## src/rtl/irq_arb_pkg.sv

```systemverilog
package irq_arb_pkg;
  localparam int LVL_W = 3;
  typedef logic [LVL_W-1:0] lvl_t;
  localparam lvl_t LVL_TOP   = '1;
  localparam lvl_t LVL_RESET = lvl_t'(1);
endpackage

```

## src/rtl/irq_cfg_regs.sv

```systemverilog
// Per-channel priority level storage with a registered read port.
module irq_cfg_regs
  import irq_arb_pkg::*;
#(
  parameter int NUM_CH = 8,
  parameter int CH_AW  = $clog2(NUM_CH)
) (
  input  logic                         clk,
  input  logic                         rst,
  input  logic                         we,
  input  logic [CH_AW-1:0]             addr,
  input  lvl_t                         wdata,
  output lvl_t                         rdata,
  output logic [NUM_CH-1:0][LVL_W-1:0] lvls
);
  // Every level feeds the arbiter in parallel, so storage is flops.
  for (genvar i = 0; i < NUM_CH; i++) begin : g_ch
    always_ff @(posedge clk) begin
      if (rst)
        lvls[i] <= LVL_RESET;
      else if (we && addr == CH_AW'(i))
        lvls[i] <= wdata;
    end
  end

  if (NUM_CH == (1 << CH_AW)) begin : g_full
    always_ff @(posedge clk) begin
      if (rst) rdata <= '0;
      else     rdata <= lvls[addr];
    end
  end else begin : g_part
    always_ff @(posedge clk) begin
      if (rst)                        rdata <= '0;
      else if (int'(addr) < NUM_CH)   rdata <= lvls[addr];
      else                            rdata <= '0;
    end
  end
endmodule

```

## src/rtl/irq_mask_pick.sv

```systemverilog
// Picks the highest-level eligible maskable channel; ties go to higher index.
module irq_mask_pick
  import irq_arb_pkg::*;
#(
  parameter int NUM_CH = 8,
  parameter int IDX_W  = $clog2(NUM_CH)
) (
  input  logic [NUM_CH-1:0]            req,
  input  logic [NUM_CH-1:0][LVL_W-1:0] lvls,
  input  lvl_t                         ipl,
  output logic                         found,
  output logic [IDX_W-1:0]             idx,
  output lvl_t                         lvl
);
  always_comb begin
    found = 1'b0;
    idx   = '0;
    lvl   = '0;
    for (int i = 0; i < NUM_CH; i++) begin
      // Level above ipl implies a non-zero level.
      if (req[i] && (lvls[i] > ipl) && (!found || lvls[i] >= lvl)) begin
        found = 1'b1;
        idx   = IDX_W'(i);
        lvl   = lvls[i];
      end
    end
  end
endmodule

```

## src/rtl/irq_sys_chain.sv

```systemverilog
// Fixed-order encoder for system-class exceptions; bit 0 ranks highest.
module irq_sys_chain #(
  parameter int NSYS    = 7,
  parameter int VEC_W   = 9,
  parameter int SYS_TOP = 'h1F8
) (
  input  logic [NSYS-1:0]  sys_req,
  output logic             any,
  output logic [VEC_W-1:0] vec
);
  always_comb begin
    any = |sys_req;
    vec = '0;
    for (int k = NSYS - 1; k >= 0; k--) begin
      if (sys_req[k]) vec = VEC_W'(SYS_TOP - 4 * k);
    end
  end
endmodule

```

## src/rtl/irq_prio_arbiter.sv

```systemverilog
module irq_prio_arbiter
  import irq_arb_pkg::*;
#(
  parameter int NUM_CH   = 8,
  parameter int NSYS     = 7,
  parameter int VEC_W    = 9,
  parameter int SYS_TOP  = 'h1F8,
  parameter int SPUR_VEC = 'h1DC,
  parameter int CH_AW    = $clog2(NUM_CH)
) (
  input  logic              clk,
  input  logic              rst,
  input  logic [NUM_CH-1:0] irq_req,
  input  logic [NSYS-1:0]   sys_req,
  input  logic [2:0]        cpu_ipl,
  input  logic              cpu_imask,
  input  logic              ack,
  input  logic              cfg_we,
  input  logic [CH_AW-1:0]  cfg_addr,
  input  logic [2:0]        cfg_wdata,
  output logic [2:0]        cfg_rdata,
  output logic              irq_valid,
  output logic [VEC_W-1:0]  irq_vec,
  output logic [2:0]        irq_lvl,
  output logic [VEC_W-1:0]  ack_vec,
  output logic [2:0]        ack_lvl
);
  logic [NUM_CH-1:0][LVL_W-1:0] lvls;
  logic                         m_found;
  logic [CH_AW-1:0]             m_idx;
  lvl_t                         m_lvl;
  logic                         s_any;
  logic [VEC_W-1:0]             s_vec;
  logic                         nxt_valid;
  logic [VEC_W-1:0]             nxt_vec;
  lvl_t                         nxt_lvl;

  irq_cfg_regs #(.NUM_CH(NUM_CH), .CH_AW(CH_AW)) u_cfg (
    .clk   (clk),
    .rst   (rst),
    .we    (cfg_we),
    .addr  (cfg_addr),
    .wdata (cfg_wdata),
    .rdata (cfg_rdata),
    .lvls  (lvls)
  );

  irq_mask_pick #(.NUM_CH(NUM_CH), .IDX_W(CH_AW)) u_pick (
    .req   (irq_req),
    .lvls  (lvls),
    .ipl   (cpu_ipl),
    .found (m_found),
    .idx   (m_idx),
    .lvl   (m_lvl)
  );

  irq_sys_chain #(.NSYS(NSYS), .VEC_W(VEC_W), .SYS_TOP(SYS_TOP)) u_sys (
    .sys_req (sys_req),
    .any     (s_any),
    .vec     (s_vec)
  );

  always_comb begin
    nxt_valid = 1'b0;
    nxt_vec   = '0;
    nxt_lvl   = '0;
    if (s_any) begin
      nxt_valid = 1'b1;
      nxt_vec   = s_vec;
      nxt_lvl   = LVL_TOP;
    end else if (!cpu_imask && m_found) begin
      nxt_valid = 1'b1;
      nxt_vec   = VEC_W'({m_idx, 2'b00});
      nxt_lvl   = m_lvl;
    end
  end

  always_ff @(posedge clk) begin
    if (rst) begin
      irq_valid <= 1'b0;
      irq_vec   <= '0;
      irq_lvl   <= '0;
      ack_vec   <= '0;
      ack_lvl   <= '0;
    end else begin
      irq_valid <= nxt_valid;
      irq_vec   <= nxt_vec;
      irq_lvl   <= nxt_lvl;
      if (ack) begin
        ack_vec <= nxt_valid ? nxt_vec : VEC_W'(SPUR_VEC);
        ack_lvl <= nxt_valid ? nxt_lvl : LVL_TOP;
      end
    end
  end
endmodule

```

## config.mk

```make
export PLATFORM = sky130hd
export DESIGN_NAME = irq_prio_arbiter
export DESIGN_NICKNAME = d
export VERILOG_FILES = /design/src/rtl/irq_arb_pkg.sv /design/src/rtl/irq_cfg_regs.sv /design/src/rtl/irq_mask_pick.sv /design/src/rtl/irq_sys_chain.sv /design/src/rtl/irq_prio_arbiter.sv
export SDC_FILE = /design/constraint.sdc
export NUM_CORES = 1
export LEC_CHECK = 0
export BUFFER_PORTS_ARGS = -buffer_cell sky130_fd_sc_hd__buf_2
export CORE_MARGIN = 5
export CORE_UTILIZATION = 35
export CTS_CLUSTER_SIZE = 40
export DETAILED_ROUTE_END_ITERATION = 12
export HOLD_SLACK_MARGIN = 0.03
export SYNTH_ARGS = -nofsm -noshare
export SYNTH_HDL_FRONTEND = slang
export SYNTH_HIERARCHICAL = 1
export SYNTH_SLANG_ARGS = --single-unit
```

## constraint.sdc

```tcl
create_clock -name clk -period 10.9 [get_ports clk]
set_input_delay 2.18 -clock clk [delete_from_list [all_inputs] [get_ports clk]]
set_output_delay 2.18 -clock clk [all_outputs]
set_load 0.02 [all_outputs]
```

Word-level counts from Yosys, hierarchy flattened --
Cells that the tools add are included.
Operators by class: $lt $le $gt $ge 16, equality and inequality tests 7, mux-type cells 40, reductions and logical operators 41
Operators by type and width (number):
- 9-bit 2-to-1 mux | 9
- 3-bit 2-to-1 mux | 16
- 3-bit greater-than comparator | 8
- 1-bit logical AND | 24
- 3-bit >= comparator | 7
- 3-bit equality test, second input constant | 4
- 1-bit 2-to-1 mux | 11
- 3-bit binary-select mux with 3-bit select | 1
- 1-bit zero test | 8
- 1-bit logical OR | 7
- 7-bit OR reduction | 1
- 3-bit by 2-bit equality test with 1-bit output, second input constant | 2
- 5-bit 2-to-1 mux | 1
- 3-bit by 4-bit less-than comparator with 1-bit output, second input constant | 1
- 2-bit 2-to-1 mux | 2
- 3-bit by 1-bit equality test with 1-bit output, second input constant | 1
- 3-bit zero test | 1
Word-level totals: flip-flop bits (word level) 52, output and inout port bits 28, logic and storage cells 118

Logic depth before layout (Yosys ltp) --
depth in word-level cells 35, gate-level depth with buffers 63, mapped depth without buffers 62

Modules after synthesis --
The synthesis kept the hierarchy.
By module, submodules not included:
- irq_mask_pick | times used 1, cells an instance 204, area each 1537.7 um^2, seq. area each 0.0 um^2
- irq_cfg_regs | times used 1, cells an instance 104, area each 1196.1 um^2, seq. area each 540.5 um^2
- irq_prio_arbiter | times used 1, cells an instance 102, area each 979.7 um^2, seq. area each 500.5 um^2
- irq_sys_chain | times used 1, cells an instance 16, area each 113.9 um^2, seq. area each 0.0 um^2

Worst setup path before layout --
OpenSTA, ideal clock, no wires.
path type input -> register, start point input cpu_ipl[1], end point register ack_vec[4], arrival 11.670 ns, data required time 10.764 ns, path slack -0.906 ns, cell stages on the path 61, cell sequence inv_1 ha_1 nor2b_1 o31a_1 nand2_1 nor2_1 ha_1 o21ai_0 a21oi_1 o21a_1 a22o_1 ha_1 nand2b_1 a21o_1 a21oi_1 o21a_1 nor2_2 nor2_1 (+25 left out) ha_1 nand2b_1 a21oi_1 nor2b_1 o21ai_0 o31ai_4 a21oi_1 a22oi_1 ha_1 nand2b_1 a21o_1 a21oi_1 nor2_1 a31oi_2 nor2b_1 nand3_1 nor4b_1 o32ai_1
On the way: elaborated cells on any way between the ends 69, classes of those cells order compare (15); mux (24); reduce/logical (30)
RTL lines:
- from (decl) | line irq_prio_arbiter.sv:15 | input logic [2:0] cpu_ipl,
- 3-bit greater-than comparator | line irq_mask_pick.sv:21 | if (req[i] && (lvls[i] > ipl) && (!found || lvls[i] >= lvl)) begin
- 1-bit logical AND | line irq_mask_pick.sv:21
- 3-bit 2-to-1 mux or 1-bit 2-to-1 mux (tied branches) | line irq_mask_pick.sv:21
- 3-bit >= comparator or 1-bit zero test (tied branches) | line irq_mask_pick.sv:21
- 1-bit logical OR | line irq_mask_pick.sv:21
- 1-bit logical AND | line irq_mask_pick.sv:21
- 3-bit 2-to-1 mux or 1-bit 2-to-1 mux (tied branches) | line irq_mask_pick.sv:21
- 3-bit >= comparator or 1-bit zero test (tied branches) | line irq_mask_pick.sv:21
- (+19 left out)
- 3-bit >= comparator or 1-bit zero test (tied branches) | line irq_mask_pick.sv:21
- 1-bit logical OR | line irq_mask_pick.sv:21
- 1-bit logical AND | line irq_mask_pick.sv:21
- 3-bit 2-to-1 mux (*) | line irq_mask_pick.sv:21
- via m_idx[2] | line irq_prio_arbiter.sv:30 | logic [CH_AW-1:0] m_idx;
- 5-bit 2-to-1 mux (*) | line irq_prio_arbiter.sv:71 | end else if (!cpu_imask && m_found) begin
- 9-bit 2-to-1 mux (*) | line irq_prio_arbiter.sv:67 | if (s_any) begin
- 9-bit 2-to-1 mux (*) | line irq_prio_arbiter.sv:90 | ack_vec <= nxt_valid ? nxt_vec : VEC_W'(SPUR_VEC);
- to (signal assigned) | line irq_prio_arbiter.sv:90
- to (decl) | line irq_prio_arbiter.sv:25 | output logic [VEC_W-1:0] ack_vec,
The timed path passes the listed nets; every way through them passes the cells marked *. A chain may end at the register's enable or synchronous reset.

Worst setup path in the final report --
start point input cpu_ipl[1], end point register ack_lvl[2]
On the way: elaborated cells on any way between the ends 66, classes of those cells order compare (15); mux (21); reduce/logical (30)
RTL lines:
- 3-bit greater-than comparator | line irq_mask_pick.sv:21
- 1-bit logical AND | line irq_mask_pick.sv:21
- 3-bit 2-to-1 mux or 1-bit 2-to-1 mux (tied branches) | line irq_mask_pick.sv:21
- 3-bit >= comparator or 1-bit zero test (tied branches) | line irq_mask_pick.sv:21
- 1-bit logical OR | line irq_mask_pick.sv:21
- 1-bit logical AND | line irq_mask_pick.sv:21
- 3-bit 2-to-1 mux or 1-bit 2-to-1 mux (tied branches) | line irq_mask_pick.sv:21
- 3-bit >= comparator or 1-bit zero test (tied branches) | line irq_mask_pick.sv:21
- (+19 left out)
- 3-bit >= comparator or 1-bit zero test (tied branches) | line irq_mask_pick.sv:21
- 1-bit logical OR | line irq_mask_pick.sv:21
- 1-bit logical AND | line irq_mask_pick.sv:21
- 3-bit 2-to-1 mux (*) | line irq_mask_pick.sv:21
- via m_lvl[2] | line irq_prio_arbiter.sv:31 | lvl_t m_lvl;
- 3-bit 2-to-1 mux (*) | line irq_prio_arbiter.sv:71
- 3-bit 2-to-1 mux (*) | line irq_prio_arbiter.sv:67
- 3-bit 2-to-1 mux (*) | line irq_prio_arbiter.sv:91 | ack_lvl <= nxt_valid ? nxt_lvl : LVL_TOP;
- to (signal assigned) | line irq_prio_arbiter.sv:91
- to (decl) | line irq_prio_arbiter.sv:26 | output logic [2:0] ack_lvl
Marked as above.

==> summary.txt <==
Final layout
  • Layout cells sized above 1: between 30% and 40%
  • Most frequent cells in the layout: 59 x buf_4, 55 x buf_2, 52 x dfxtp_1
  • Filler instances: ~1,000
  • Nets: 602
  • Commonest non-fill, non-tap cell in the layout: buf_4
  • Final core utilization: between 40% and 50%
  • Antenna Cells: 0
  • Area growth syn-to-layout: 30.7%
  • Post-route cell area: 0.00500 sq mm

Status
  • Outcome: finished, violations left
  • Failing checks: negative setup slack

CTS
  • CTS tree: done
  • H-tree depth: 2
  • CTS buffer count: 5
  • CTS Root Cell: clkbuf_8
  • Worst-Skew Late Latency: 0.31 ns
  • Clock Tree Buf Depth: 2
  • Sink Count: 52
  • CTS clock-pin slew for the worst setup and hold paths: 0.10 ns
  • Post-CTS Hold Fix Bufs: 0

Setup path
  • CP top delay family: compound AO/OA/AOI/OAI gates
  • Critical path capture point type: flip-flop
  • Crit path max fanout: 6
  • Crit start category: input pin
  • Data required time at the worst endpoint: 11.12 ns
  • Critical Path AT: between 10 and 15 ns
  • Most used cell, CP: a21oi_2
  • CP Buf/Inv Count: 5
  • Crit Path Class: input pin to flip-flop
  • Worst R2R Setup Slack: 1.08 ns
  • Critical path's slowest cell: ha_1
  • Worst path max stage delay: ~0.30 ns

Placement
  • Dpl hpwl: ~8000 um
  • RePlAce Congestion: 0.885
  • Placed cell area: 0.00451 sq mm
  • IO buf count: 56
  • Worst slack, placed: -0.834 ns

Logic synthesis
  • Main synth FF type: dfxtp_1
  • Register area share after synthesis: 27.2%
  • FFs w/ async S/R, synth: 0%
  • Yosys warns: 6
  • EDFF count, synth: 0
  • Post-synth cell types: 66
  • Yosys reg bits: 52
  • Synthesized cell area: 0.00383 sq mm
  • Syn Area/Cell: around 9 sq um
  • Mapped Cells: 426

STA
  • Final Cycle Share: 104%
  • Final setup violation count: 12
  • Clock Skew: 0.0119 ns
  • Max Slew Vio Count: 0
  • Fin. Hold Viols: 0
  • F_max: 0.0881 GHz
  • Period minus WS final: between 10 and 15 ns
  • Tightest Pin Transition: about 0.94 ns
  • Setup_tns: -4.14 ns
  • RSZ-0062 raised after global routing: true
  • Hold Slack: ~0.48 ns
  • Worst slew margin: a little under two fifths
  • Worst setup margin: -0.447 ns

Floorplanning
  • Core Rows: 38
  • Initial core utilization: 35.5%
  • Chip Width: approximately 110 um
  • Die area: 0.0131 sq mm
  • Core Region: 0.0108 sq mm
  • I/O Pins: 57
  • Die H: 115 um

Power
  • Combinational share of power: 35.8%
  • Leak: 2.31 nW
  • Net Sw Frac: between 30% and 40%
  • Psw: around 0.00016 W
  • P_int: 0.000332 W
  • VDD IR max: 0.0000470 V
  • Seq pwr share: 41.4%
  • Pwr dens: between 90 and 100 mW/mm^2
  • Clk pwr share: between 20% and 30%

GRT
  • Tot GR Track Use: about 16%
  • Largest net degree at the start of global routing: between 50 and 60
  • Total grt overflow: 0
  • First-pass GRT wire length: 17,500 um
  • Initial antenna violation count: 0
  • Vias in the first global route: 3,544

Flow run
  • Max_cap viols: 0

Route
  • Post-DR wirelength/cell: 16.2 um
  • DRC viols: 0
  • Routed Antenna Nets: 0
  • DR iter-0 viols: 209
  • Via count: 3,537
  • Post-Route WL: 10,800 um
  • Drt pass-1 iters: 4
  • Vias/cell: 5.29

Min path
  • Hold WC Path Type: flip-flop to flip-flop
## path summary, 6_finish.rpt
path,start,end,depth (start not counted)
max,cpu_ipl[1],ack_lvl[2]$_SDFFE_PP0P_,63
min,ack_vec[0]$_SDFFE_PP0P_,ack_vec[0]$_SDFFE_PP0P_,2
max reg2reg,u_cfg/lvls[1]$_SDFFE_PP0P_,ack_lvl[2]$_SDFFE_PP0P_,61
min reg2reg,ack_vec[0]$_SDFFE_PP0P_,ack_vec[0]$_SDFFE_PP0P_,2
## stage by stage
| stage | std cells | total power [W] |
|---|---|---|
| after detailed placement | 637 | 0.000350 |
| after global placement | 637 | 0.000346 |
| after global routing | 669 | 0.000523 |
| final | 669 | 0.000495 |
| after CTS | 668 | 0.000489 |
| after floorplan | 427 | 0.000303 |
## synthesized netlist by cell type, types with 2 or more instances
cell type  instances  area [sq um]
dfxtp_1           52          1040
ha_1              45           563
nor2_1            41           154
a21oi_1           28           140
inv_1             26          97.6
nand2b_1          22           138
nor2b_1           21           131
mux2i_1           19           190
nand2_1           18          67.6
nand3_1           13          65.1
buf_4             11          82.6
o21ai_0           11          55.1
a211o_1            8          70.1
o22ai_1            7          43.8
mux4_2             6           135
o32ai_1            6          52.6
a21o_1             5          37.5
a22o_1             5          43.8
and2_1             5          31.3
clkbuf_1           5          18.8
a31oi_1            4          25.0
o31ai_1            4          30.0
a311oi_1           3          26.3
buf_2              3          15.0
nand3b_1           3          22.5
nand4bb_1          3          33.8
nor4b_1            3          26.3
o21a_1             3          22.5
a21boi_1           2          15.0
and4bb_1           2          25.0
buf_1              2          7.51
buf_6              2          22.5
nand4_1            2          12.5
nand4b_1           2          17.5
o221a_2            2          22.5
o221ai_2           2          30.0
## tightest hold or removal path: cells and delay by family, from the launching register on
kind | cells | cell delay [ns]
simple gates | 1 | 0.06
flops | 1 | 0.32
compound gates | 1 | 0.06
## cell type report
| class | instances | area, sq um | area share, % |
|---|---|---|---|
| clock buffers | 5 | 68.8 | 1.38 |
| clock inverters | 3 | 18.8 | 0.375 |
| inverters | 27 | 105 | 2.10 |
| multi-input cells | 325 | 2840 | 56.8 |
| flip-flops and latches | 52 | 1040 | 20.8 |
| well taps | 140 | 175 | 3.50 |
| repair buffers | 117 | 752 | 15.0 |
## registers in the layout (all words and copies together), names as in the netlist
name and flops:
u_cfg/lvls 24, ack_vec 9, irq_vec 9, ack_lvl 3, irq_lvl 3, u_cfg/rdata 3, irq_valid 1
## power groups by stage
stage	clock [W]	combinational (W)	sequential (W)
floorplan	0	0.0000877	0.000215
global placement	0	0.000137	0.000209
detailed placement	0	0.000140	0.000209
CTS	0.000116	0.000168	0.000205
global route	0.000124	0.000193	0.000206
finish	0.000113	0.000177	0.000205
## timing repair
| item | CTS | global route |
|---|---|---|
| pin swaps | 14 | 10 |
| endpoints found under the setup margin | 12 | 12 |
| setup buffers | 23 | 1 |
| resized for setup | 30 | 14 |
## per-layer routing
| metal | global-route usage [%] | up-vias | share of wire [%] |
|---|---|---|---|
| met2 | 28.2 | 63 | 49 |
| met4 | 4.83 | 0 | 1.5 |
| met3 | 2.11 | 12 | 3.5 |
| met5 | 0 | - | 0 |
| li1 | - | 1760 | - |
| met1 | 21.5 | 1702 | 46 |
## cells by family after synthesis
logic type	Yosys count	synth area share (%)
simple gates	149	23.0
other cells	1	0.0980
flops	52	27.2
buf+inv	50	6.47
compound gates	104	20.0
mux	25	8.50
fa+ha+maj	45	14.7
(Power assumes the default switching activity.)
